[src/rtl/mdio_pkg.sv]
package mdio_pkg;

  typedef enum logic [2:0] {
    ST_IDLE,
    ST_PRE,
    ST_HDR,
    ST_TA,
    ST_WDAT,
    ST_RDAT,
    ST_TAIL,
    ST_RECOV
  } mdio_st_e;

  localparam logic [1:0] SOF_BITS = 2'b01;
  localparam logic [1:0] OP_READ  = 2'b10;
  localparam logic [1:0] OP_WRITE = 2'b01;

endpackage

[src/rtl/mdio_halfdiv.sv]
module mdio_halfdiv #(
  parameter int DIV_W = 16
) (
  input  logic             clk,
  input  logic             rst,
  input  logic             restart,
  input  logic             run,
  input  logic [DIV_W-1:0] div_in,
  output logic             tick
);

  logic [DIV_W-1:0] lim_q;
  logic [DIV_W-1:0] cnt_q;

  assign tick = run && (cnt_q == lim_q - 1'b1);

  always_ff @(posedge clk) begin
    if (rst) begin
      lim_q <= DIV_W'(1);
      cnt_q <= '0;
    end else if (restart) begin
      lim_q <= (div_in == '0) ? DIV_W'(1) : div_in;
      cnt_q <= '0;
    end else if (run) begin
      cnt_q <= tick ? '0 : cnt_q + 1'b1;
    end
  end

endmodule

[src/rtl/mdio_rxshift.sv]
module mdio_rxshift #(
  parameter int DW = 16
) (
  input  logic          clk,
  input  logic          rst,
  input  logic          shift_en,
  input  logic          bit_in,
  input  logic          commit,
  output logic [DW-1:0] data_o
);

  logic [DW-1:0] sr_q;

  always_ff @(posedge clk) begin
    if (rst) begin
      sr_q   <= '0;
      data_o <= '0;
    end else begin
      if (shift_en) sr_q <= {sr_q[DW-2:0], bit_in};
      if (commit)   data_o <= sr_q;
    end
  end

endmodule

[src/rtl/mdio_framer.sv]
module mdio_framer
  import mdio_pkg::*;
#(
  parameter int PRE_N   = 32,
  parameter int RECOV_N = 32,
  parameter int AW      = 5,
  parameter int DW      = 16
) (
  input  logic          clk,
  input  logic          rst,
  input  logic          req,
  input  logic          rd_wr,
  input  logic [AW-1:0] phy_addr,
  input  logic [AW-1:0] reg_addr,
  input  logic [DW-1:0] wdata,
  input  logic          tick,
  input  logic          mdio_i,
  output logic          accept,
  output logic          busy,
  output logic          done,
  output logic          err,
  output logic          mdc,
  output logic          mdio_o,
  output logic          mdio_oe,
  output logic          sample_en,
  output logic          rd_commit
);

  localparam int HDR_N = 4 + 2 * AW;
  localparam int M1    = (PRE_N > RECOV_N) ? PRE_N : RECOV_N;
  localparam int M2    = (DW > HDR_N) ? DW : HDR_N;
  localparam int MAXN  = (M1 > M2) ? M1 : M2;
  localparam int CW    = $clog2(MAXN);

  mdio_st_e         st_q, st_n;
  logic [CW-1:0]    cnt_q, cnt_n;
  logic [HDR_N-1:0] hdr_q;
  logic [DW-1:0]    wd_q;
  logic             is_rd_q, bad_q;
  logic             o_n, oe_n, fin, bad_n, sh_hdr, sh_wd;
  logic             hi_end, lo_end;

  assign accept    = req && !busy;
  assign hi_end    = tick && mdc;
  assign lo_end    = tick && !mdc;
  assign sample_en = hi_end && (st_q == ST_RDAT);
  assign rd_commit = hi_end && fin && is_rd_q && !bad_q;

  // Choice of the next MDC slot, evaluated at the end of each high phase
  always_comb begin
    st_n   = st_q;
    cnt_n  = cnt_q - 1'b1;
    o_n    = mdio_o;
    oe_n   = mdio_oe;
    fin    = 1'b0;
    bad_n  = 1'b0;
    sh_hdr = 1'b0;
    sh_wd  = 1'b0;
    case (st_q)
      ST_PRE: begin
        if (cnt_q == '0) begin
          st_n  = ST_HDR;
          cnt_n = CW'(HDR_N - 1);
          o_n   = hdr_q[HDR_N-1];
        end
      end
      ST_HDR: begin
        sh_hdr = 1'b1;
        o_n    = hdr_q[HDR_N-2];
        if (cnt_q == '0) begin
          st_n  = ST_TA;
          cnt_n = CW'(1);
          o_n   = 1'b1;
          oe_n  = !is_rd_q;
        end
      end
      ST_TA: begin
        if (cnt_q == CW'(1)) begin
          if (is_rd_q && mdio_i) begin
            st_n  = ST_RECOV;
            cnt_n = CW'(RECOV_N - 1);
            bad_n = 1'b1;
          end else if (!is_rd_q) begin
            o_n = 1'b0;
          end
        end else begin
          st_n  = is_rd_q ? ST_RDAT : ST_WDAT;
          cnt_n = CW'(DW - 1);
          if (!is_rd_q) o_n = wd_q[DW-1];
        end
      end
      ST_WDAT: begin
        sh_wd = 1'b1;
        o_n   = wd_q[DW-2];
        if (cnt_q == '0) begin
          st_n  = ST_TAIL;
          cnt_n = '0;
          o_n   = 1'b1;
          oe_n  = 1'b0;
        end
      end
      ST_RDAT: begin
        if (cnt_q == '0) begin
          st_n  = ST_TAIL;
          cnt_n = '0;
        end
      end
      ST_TAIL:  fin = 1'b1;
      ST_RECOV: if (cnt_q == '0) fin = 1'b1;
      default:  st_n = ST_IDLE;
    endcase
  end

  always_ff @(posedge clk) begin
    if (rst) begin
      st_q    <= ST_IDLE;
      cnt_q   <= '0;
      hdr_q   <= '0;
      wd_q    <= '0;
      is_rd_q <= 1'b0;
      bad_q   <= 1'b0;
      busy    <= 1'b0;
      done    <= 1'b0;
      err     <= 1'b0;
      mdc     <= 1'b1;
      mdio_o  <= 1'b1;
      mdio_oe <= 1'b0;
    end else begin
      done <= 1'b0;
      if (accept) begin
        st_q    <= ST_PRE;
        cnt_q   <= CW'(PRE_N - 1);
        hdr_q   <= {SOF_BITS, (rd_wr ? OP_READ : OP_WRITE), phy_addr, reg_addr};
        wd_q    <= wdata;
        is_rd_q <= rd_wr;
        bad_q   <= 1'b0;
        busy    <= 1'b1;
        err     <= 1'b0;
        mdc     <= 1'b0;
        mdio_o  <= 1'b1;
        mdio_oe <= 1'b1;
      end else if (lo_end) begin
        mdc <= 1'b1;
      end else if (hi_end) begin
        if (fin) begin
          st_q    <= ST_IDLE;
          busy    <= 1'b0;
          done    <= 1'b1;
          err     <= bad_q;
          mdio_o  <= 1'b1;
          mdio_oe <= 1'b0;
        end else begin
          st_q    <= st_n;
          cnt_q   <= cnt_n;
          mdc     <= 1'b0;
          mdio_o  <= o_n;
          mdio_oe <= oe_n;
          if (bad_n)  bad_q <= 1'b1;
          if (sh_hdr) hdr_q <= {hdr_q[HDR_N-2:0], 1'b0};
          if (sh_wd)  wd_q  <= {wd_q[DW-2:0], 1'b0};
        end
      end
    end
  end

endmodule

[src/rtl/mdio_master.sv]
module mdio_master #(
  parameter int DIV_W   = 16,
  parameter int PRE_N   = 32,
  parameter int RECOV_N = 32,
  parameter int AW      = 5,
  parameter int DW      = 16
) (
  input  logic             clk,
  input  logic             rst,
  input  logic [DIV_W-1:0] half_div,
  input  logic             req,
  input  logic             rd_wr,
  input  logic [AW-1:0]    phy_addr,
  input  logic [AW-1:0]    reg_addr,
  input  logic [DW-1:0]    wdata,
  output logic [DW-1:0]    rdata,
  output logic             done,
  output logic             err,
  output logic             busy,
  output logic             mdc,
  output logic             mdio_o,
  output logic             mdio_oe,
  input  logic             mdio_i
);

  logic accept, tick, sample_en, rd_commit;

  mdio_halfdiv #(.DIV_W(DIV_W)) u_div (
    .clk     (clk),
    .rst     (rst),
    .restart (accept),
    .run     (busy),
    .div_in  (half_div),
    .tick    (tick)
  );

  mdio_framer #(
    .PRE_N   (PRE_N),
    .RECOV_N (RECOV_N),
    .AW      (AW),
    .DW      (DW)
  ) u_frm (
    .clk       (clk),
    .rst       (rst),
    .req       (req),
    .rd_wr     (rd_wr),
    .phy_addr  (phy_addr),
    .reg_addr  (reg_addr),
    .wdata     (wdata),
    .tick      (tick),
    .mdio_i    (mdio_i),
    .accept    (accept),
    .busy      (busy),
    .done      (done),
    .err       (err),
    .mdc       (mdc),
    .mdio_o    (mdio_o),
    .mdio_oe   (mdio_oe),
    .sample_en (sample_en),
    .rd_commit (rd_commit)
  );

  mdio_rxshift #(.DW(DW)) u_rx (
    .clk      (clk),
    .rst      (rst),
    .shift_en (sample_en),
    .bit_in   (mdio_i),
    .commit   (rd_commit),
    .data_o   (rdata)
  );

endmodule

[config.mk]
export PLATFORM = sky130hd
export DESIGN_NAME = mdio_master
export DESIGN_NICKNAME = d
export VERILOG_FILES = /design/src/rtl/mdio_pkg.sv /design/src/rtl/mdio_halfdiv.sv /design/src/rtl/mdio_rxshift.sv /design/src/rtl/mdio_framer.sv /design/src/rtl/mdio_master.sv
export SDC_FILE = /design/constraint.sdc
export NUM_CORES = 1
export LEC_CHECK = 0
export ABC_AREA = 1
export BUFFER_PORTS_ARGS = -buffer_cell sky130_fd_sc_hd__buf_4
export CAP_MARGIN = 30
export CELL_PAD_IN_SITES_DETAIL_PLACEMENT = 1
export CELL_PAD_IN_SITES_GLOBAL_PLACEMENT = 2
export CORE_MARGIN = 10
export CORE_UTILIZATION = 33
export DETAILED_ROUTE_END_ITERATION = 10
export PLACE_DENSITY = 0.85
export SYNTH_ARGS = -nofsm -noshare
export SYNTH_HDL_FRONTEND = slang
export SYNTH_SLANG_ARGS = --single-unit
[constraint.sdc]
create_clock -name clk -period 2.32 [get_ports clk]
set_input_delay 0.116 -clock clk [delete_from_list [all_inputs] [get_ports clk]]
set_output_delay 0.116 -clock clk [all_outputs]
set_load 0.02 [all_outputs]
# Word-level counts from Yosys, hierarchy flattened
# Index checks and enable logic that the tools add are counted.
# classes
reduce_logical	38
eq_ne	25
bitwise	3
n_addsub	3
n_mux	66
# ops
operator	n
$mux W16	7
$mux W13	5
$mux W5	9
$mux W1	33
$pmux W5 S4	1
$mux W3	6
$add A16 B1 Y16 const B	1
$eq A16 B16 Y1	1
$logic_not A16 Y1	1
$reduce_and A4 Y1	4
$sub A16 B1 Y16 const B	1
$pmux W3 S5	1
$reduce_and A7 Y1	2
$eq A3 B3 Y1 const B	4
$ne A3 B1 Y1 const B	4
$ne A4 B2 Y1 const B	3
$logic_and A1 B1 Y1	9
$reduce_and A3 Y1	3
$ne A4 B3 Y1 const B	2
$reduce_bool A2 Y1	4
$eq A3 B2 Y1 const B	2
$ne A3 B3 Y1 const B	2
$reduce_and A6 Y1	1
$reduce_or A2 Y1	3
19 further kinds	26
# totals
inputBits	47
ff_bits	110
elab_cells	153
output_inout_bits	22

# Depth between registers and ports, before layout
# logic_depth
word_depth	8
mapped_depth	18
ltp_nobuf	17

# Modules after synthesis
# Synthesis repeated with hierarchy kept, for this count alone.
# hier_totals
cells_unflattened	883
area_unflattened_um2	5844.4
# by_module_without_submodules
module	cells_each	seq_area_each_um2	n_inst	area_per_inst_um2
mdio_framer	353	920.9	1	2483.6
mdio_halfdiv	343	640.6	1	2089.5
mdio_rxshift	187	640.6	1	1271.2

# Least setup slack after synthesis
# No wires, ideal clock.
# synth_path
path_type	register to register
startpoint	register u_div.lim_q[0]
endpoint	register u_rx.data_o[0]
period_less_slack_ps	2145
n_path_buf	1
arrival_time_ps	2030
path_stages_with_launch	16
setup_time_ps	115
slack_ps	175
cell_sequence	dfxtp_1 > inv_2 > ha_1 > nand2_4 > inv_2 > nand2_1 > nand2_1 > nand2_1 > nand3_1 > nor3_4 > nand4_2 > nor2_4 > buf_6 > nand3_1 > nand2_1 > nor2_1
# synth_via
elab_chain_len	7
# synth_rtl
item	line_no	source
from (decl)	mdio_halfdiv.sv:12	logic [DIV_W-1:0] lim_q;
from (signal assigned)	mdio_halfdiv.sv:22	lim_q <= (div_in == '0) ? DIV_W'(1) : div_in;
$sub A16 B1 Y16	mdio_halfdiv.sv:15	assign tick = run && (cnt_q == lim_q - 1'b1);
$eq A16 B16 Y1	mdio_halfdiv.sv:15	
$logic_and A1 B1 Y1	mdio_halfdiv.sv:15	
$logic_and A1 B1 Y1	mdio_framer.sv:44	assign hi_end = tick && mdc;
$logic_and A1 B1 Y1 (3 in series)	mdio_framer.sv:47	assign rd_commit = hi_end && fin && is_rd_q && !bad_q;
to (signal assigned)	mdio_rxshift.sv:20	if (commit) data_o <= sr_q;
to (decl)	mdio_rxshift.sv:9	output logic [DW-1:0] data_o
# Every way passes these cells.
# A chain may end at the register's enable or synchronous reset.

# Worst setup path in the final report
# layout_path
startpoint	register u_div.lim_q[1]
endpoint	register u_frm.cnt_q[4]
# layout_via
elab_chain_len	6
word_cells_on_any_way	8
classes_between	add/sub (1); eq/ne (2); reduce/logical (5)
# layout_rtl
item	line_no	source
$sub A16 B1 Y16 *	mdio_halfdiv.sv:15	
$eq A16 B16 Y1 *	mdio_halfdiv.sv:15	
$logic_and A1 B1 Y1 *	mdio_halfdiv.sv:15	
$logic_and A1 B1 Y1, on equally long branches	mdio_framer.sv:45, mdio_framer.sv:44	
$ne A2 B2 Y1 (no source line) / $reduce_bool A2 Y1 (equally long branches)	-	
$reduce_and A3 Y1 (no source line) *	-	
to (signal assigned)	mdio_framer.sv:132	cnt_q <= CW'(PRE_N - 1);
to (signal assigned)	mdio_framer.sv:154	cnt_q <= cnt_n;
to (decl)	mdio_framer.sv:36	logic [CW-1:0] cnt_q, cnt_n;
# Every way passes the cells marked *; elsewhere a longest branch is shown, timed or not.

==> impl_metrics.json <==
{
  "synth_area_um2": 6000,
  "final_common_cell": "nand2_1",
  "slew_headroom": 0.562,
  "worst_slack_ns": -0.0201,
  "first_pass_iters": 4,
  "cts_made_buffers": 9,
  "cp_num_buf_inv": 5,
  "max-cap-violations": 0,
  "holdPathEnd": "u_frm.hdr_q[0]",
  "async_reset_ff_frac": 0,
  "regToRegSetupSlack_ns": -0.02,
  "cpLargestDelayFamily": "simple AND/OR/NAND/NOR gates",
  "htree_levels": 3,
  "rsz0062_at_grt": "true",
  "critical_path_arrival_ns": 2.60,
  "n_antenna_cell": 0,
  "placed_cell_area_um2": 6860,
  "grt_use_total": 0.146,
  "ys_types": 49,
  "antenna_found_initial": 0,
  "crit_chain": "inv_2 > buf_4 > nand3_4 > buf_4 > xnor2_1 > nand3_1 > nor3_4 > buf_6 > nand3_4 > nand2_8 > clkbuf_16 > nand3_1 > nand2_1 > a21oi_1",
  "tightest_slew_ns": 0.656,
  "synthCells": 862,
  "ant_nets": 0,
  "rr_endpoint": "u_frm.cnt_q[4]",
  "chipHeight_um": 155,
  "rows": 49,
  "dieArea_um2": 24000,
  "fmax_mhz": 427,
  "p_per_area_nw_per_um2": 589,
  "drive_above_1_share": 0.236,
  "start_util": 0.335,
  "max_stage_delay_ns": 0.32,
  "crit_slowest_cell": "dfxtp_2",
  "hold_viol": 0,
  "nets": 1024,
  "drv_slew": 0,
  "violations": "setup timing",
  "clock-sinks": 110,
  "port_buffers": 68,
  "status": "complete, but fails checks",
  "r2r_cells": 14,
  "hp-class": "in2reg",
  "dp_cells": 1159,
  "syn_area_per_cell_um2": 6.97,
  "period_share": 1.01,
  "dpl.hpwl_um": 12800,
  "die_width_um": 155,
  "core_area_um2": 17900,
  "setup_viol": 18,
  "worstReg2RegStart": "u_div.lim_q[1]",
  "root_buffer": "clkbuf_16",
  "start_kind": "register",
  "place.gp.congestion": 0.816,
  "final_cell_mix": "221 x nand2_1, 107 x dfxtp_1, 105 x buf_4",
  "final_cells": 1207,
  "fin_area_um2": 7730,
  "period_needed_ns": 2.34,
  "gr-total-overflow": 0,
  "grt_pass1_wl_um": 29400,
  "clock_latency_ns": 0.36,
  "cp_max_fo": 9,
  "io_pins": 69,
  "synth_ff_type": "dfxtp_1",
  "clk_pin_slew_ns": 0.08,
  "critPathKind": "reg2reg",
  "final_core_util": 0.432,
  "hold-path-cell-count": 3,
  "wl_per_cell_um": 15.0,
  "fin_tns_setup_ns": -0.152,
  "cts_tree": "yes",
  "clockBufferDepth": 2,
  "yosysWarnings": 0,
  "grt_pass1_vias": 5859,
  "wirelength_um": 18100,
  "min-delay-start": "reg_addr[0]",
  "drc": 0,
  "clock_skew_ns": 0.0100,
  "vias": 5777,
  "syn2layout_area_growth_pct": 28.7,
  "ir_drop_mv": 0.357,
  "grt_max_degree": 40,
  "p_leak_nw": 3.49,
  "endpoint_kind": "register",
  "via_per_inst": 4.79,
  "yosysSeqAreaShare": 0.367,
  "synth_edf_count": 0,
  "required_ns": 2.58,
  "power_mw": 4.55,
  "syn_nets": 913,
  "drtIter0Drc": 302,
  "ys_seq_elements": 110
}
==> synthesized netlist by cell type (all sizes together) (2+ instances only) <==
master | number | share of area
nor3 | 14 | 0.014
dfxtp | 110 | 0.37
o211ai | 3 | 0.0038
nand4 | 7 | 0.0083
o22ai | 2 | 0.0021
nor3b | 19 | 0.035
xor2 | 15 | 0.022
xnor2 | 7 | 0.010
inv | 91 | 0.057
buf | 17 | 0.024
mux2i | 4 | 0.0067
nor4 | 9 | 0.011
a211oi | 2 | 0.0025
nand2 | 242 | 0.16
a21oi | 51 | 0.046
o21ai | 37 | 0.031
nand3b | 4 | 0.0050
clkbuf | 17 | 0.011
nor2 | 121 | 0.089
a22o | 4 | 0.0058
ha | 4 | 0.0083
nand3 | 72 | 0.065
a31oi | 4 | 0.0042
==> worst min-delay path: stages <==
cell and delay [ns]:
buf_4 0.10, nand2_1 0.05, a21oi_1 0.06
==> layer usage <==
metal / global-route usage / part of all wire / wire length, um
met5: 0 / 0 / 0
met4: 0.0279 / 0.0069 / 125
met3: 0.0347 / 0.041 / 743
met2: 0.234 / 0.46 / 8320
met1: 0.196 / 0.49 / 8920
==> where the power goes <==
| group | internal, mW | switching (mW) | total, mW | leakage (nW) |
|---|---|---|---|---|
| clock network | 0.743 | 0.775 | 1.52 | 0.134 |
| registers | 1.96 | 0.0655 | 2.03 | 0.894 |
| logic | 0.412 | 0.595 | 1.01 | 2.46 |
==> what timing repair did <==
action / in CTS / in global routing
hold buffers: 16 / 0
setup buffers: 7 / 6
setup endpoints to repair: 38 / 98
pin swaps: 4 / 27
endpoints found under the hold margin: 16 / 0
gates resized for setup: 18 / 56
gates cloned: 2 / 3
==> worst max path at each step <==
stage	from	to	slack (ns)	cells past startpoint
final	u_div.lim_q[1]	u_frm.cnt_q[4]	-0.02	14
after global routing	u_div.lim_q[1]	u_frm.st_q[2]	-0.20	18
after CTS	u_div.lim_q[0]	u_rx.data_o[12]	-0.009	12
after detailed placement	u_div.lim_q[0]	u_rx.data_o[3]	-0.08	12
after global placement	u_div.lim_q[0]	u_rx.data_o[8]	0.01	12
after floorplan	u_div.lim_q[0]	u_rx.data_o[0]	0.18	15
==> per-stage QoR <==
step | setup slack [ns] | hold slack, ns
after floorplan | 0.175 | 0.226
after global placement | 0.00957 | 0.331
after detailed placement | -0.0779 | 0.337
after CTS | -0.00927 | 0.00842
after global routing | -0.198 | 0.0242
final | -0.0201 | 0.0215
==> cells by family (layout without fill, tap and decap cells) <==
kind of cell,count (synthesis),after routing,share of synthesized area
simple gates,488,489,0.389
buf+inv,125,240,0.0923
flops,110,110,0.367
compound gates,109,109,0.105
xor+xnor,22,22,0.0321
fa+ha+maj,4,4,0.00834
mux,4,4,0.00667
==> flip-flops by register name, indices dropped and copies added, names as in the netlist <==
| register | cells |
|---|---|
| u_rx.data_o | 16 |
| u_rx.sr_q | 16 |
| u_div.cnt_q | 16 |
| u_frm.bad_q | 1 |
| u_frm.st_q | 3 |
| u_frm.done | 1 |
| u_frm.mdio_oe | 1 |
| u_frm.hdr_q | 14 |
| u_frm.cnt_q | 5 |
| u_div.lim_q | 16 |
| u_frm.is_rd_q | 1 |
| u_frm.busy | 1 |
| u_frm.mdc | 1 |
| u_frm.err | 1 |
| u_frm.wd_q | 16 |
| u_frm.mdio_o | 1 |
==> final cells by class <==
| class | instances | area [um2] |
|---|---|---|
| clock buffer | 9 | 225 |
| clock inverter | 7 | 57.6 |
| fill | 2283 | 10200 |
| inverter | 91 | 352 |
| multi-input combinational | 628 | 3460 |
| sequential | 110 | 2210 |
| tap | 229 | 287 |
| timing repair buffer | 133 | 1140 |
(Power assumes the default switching activity.)
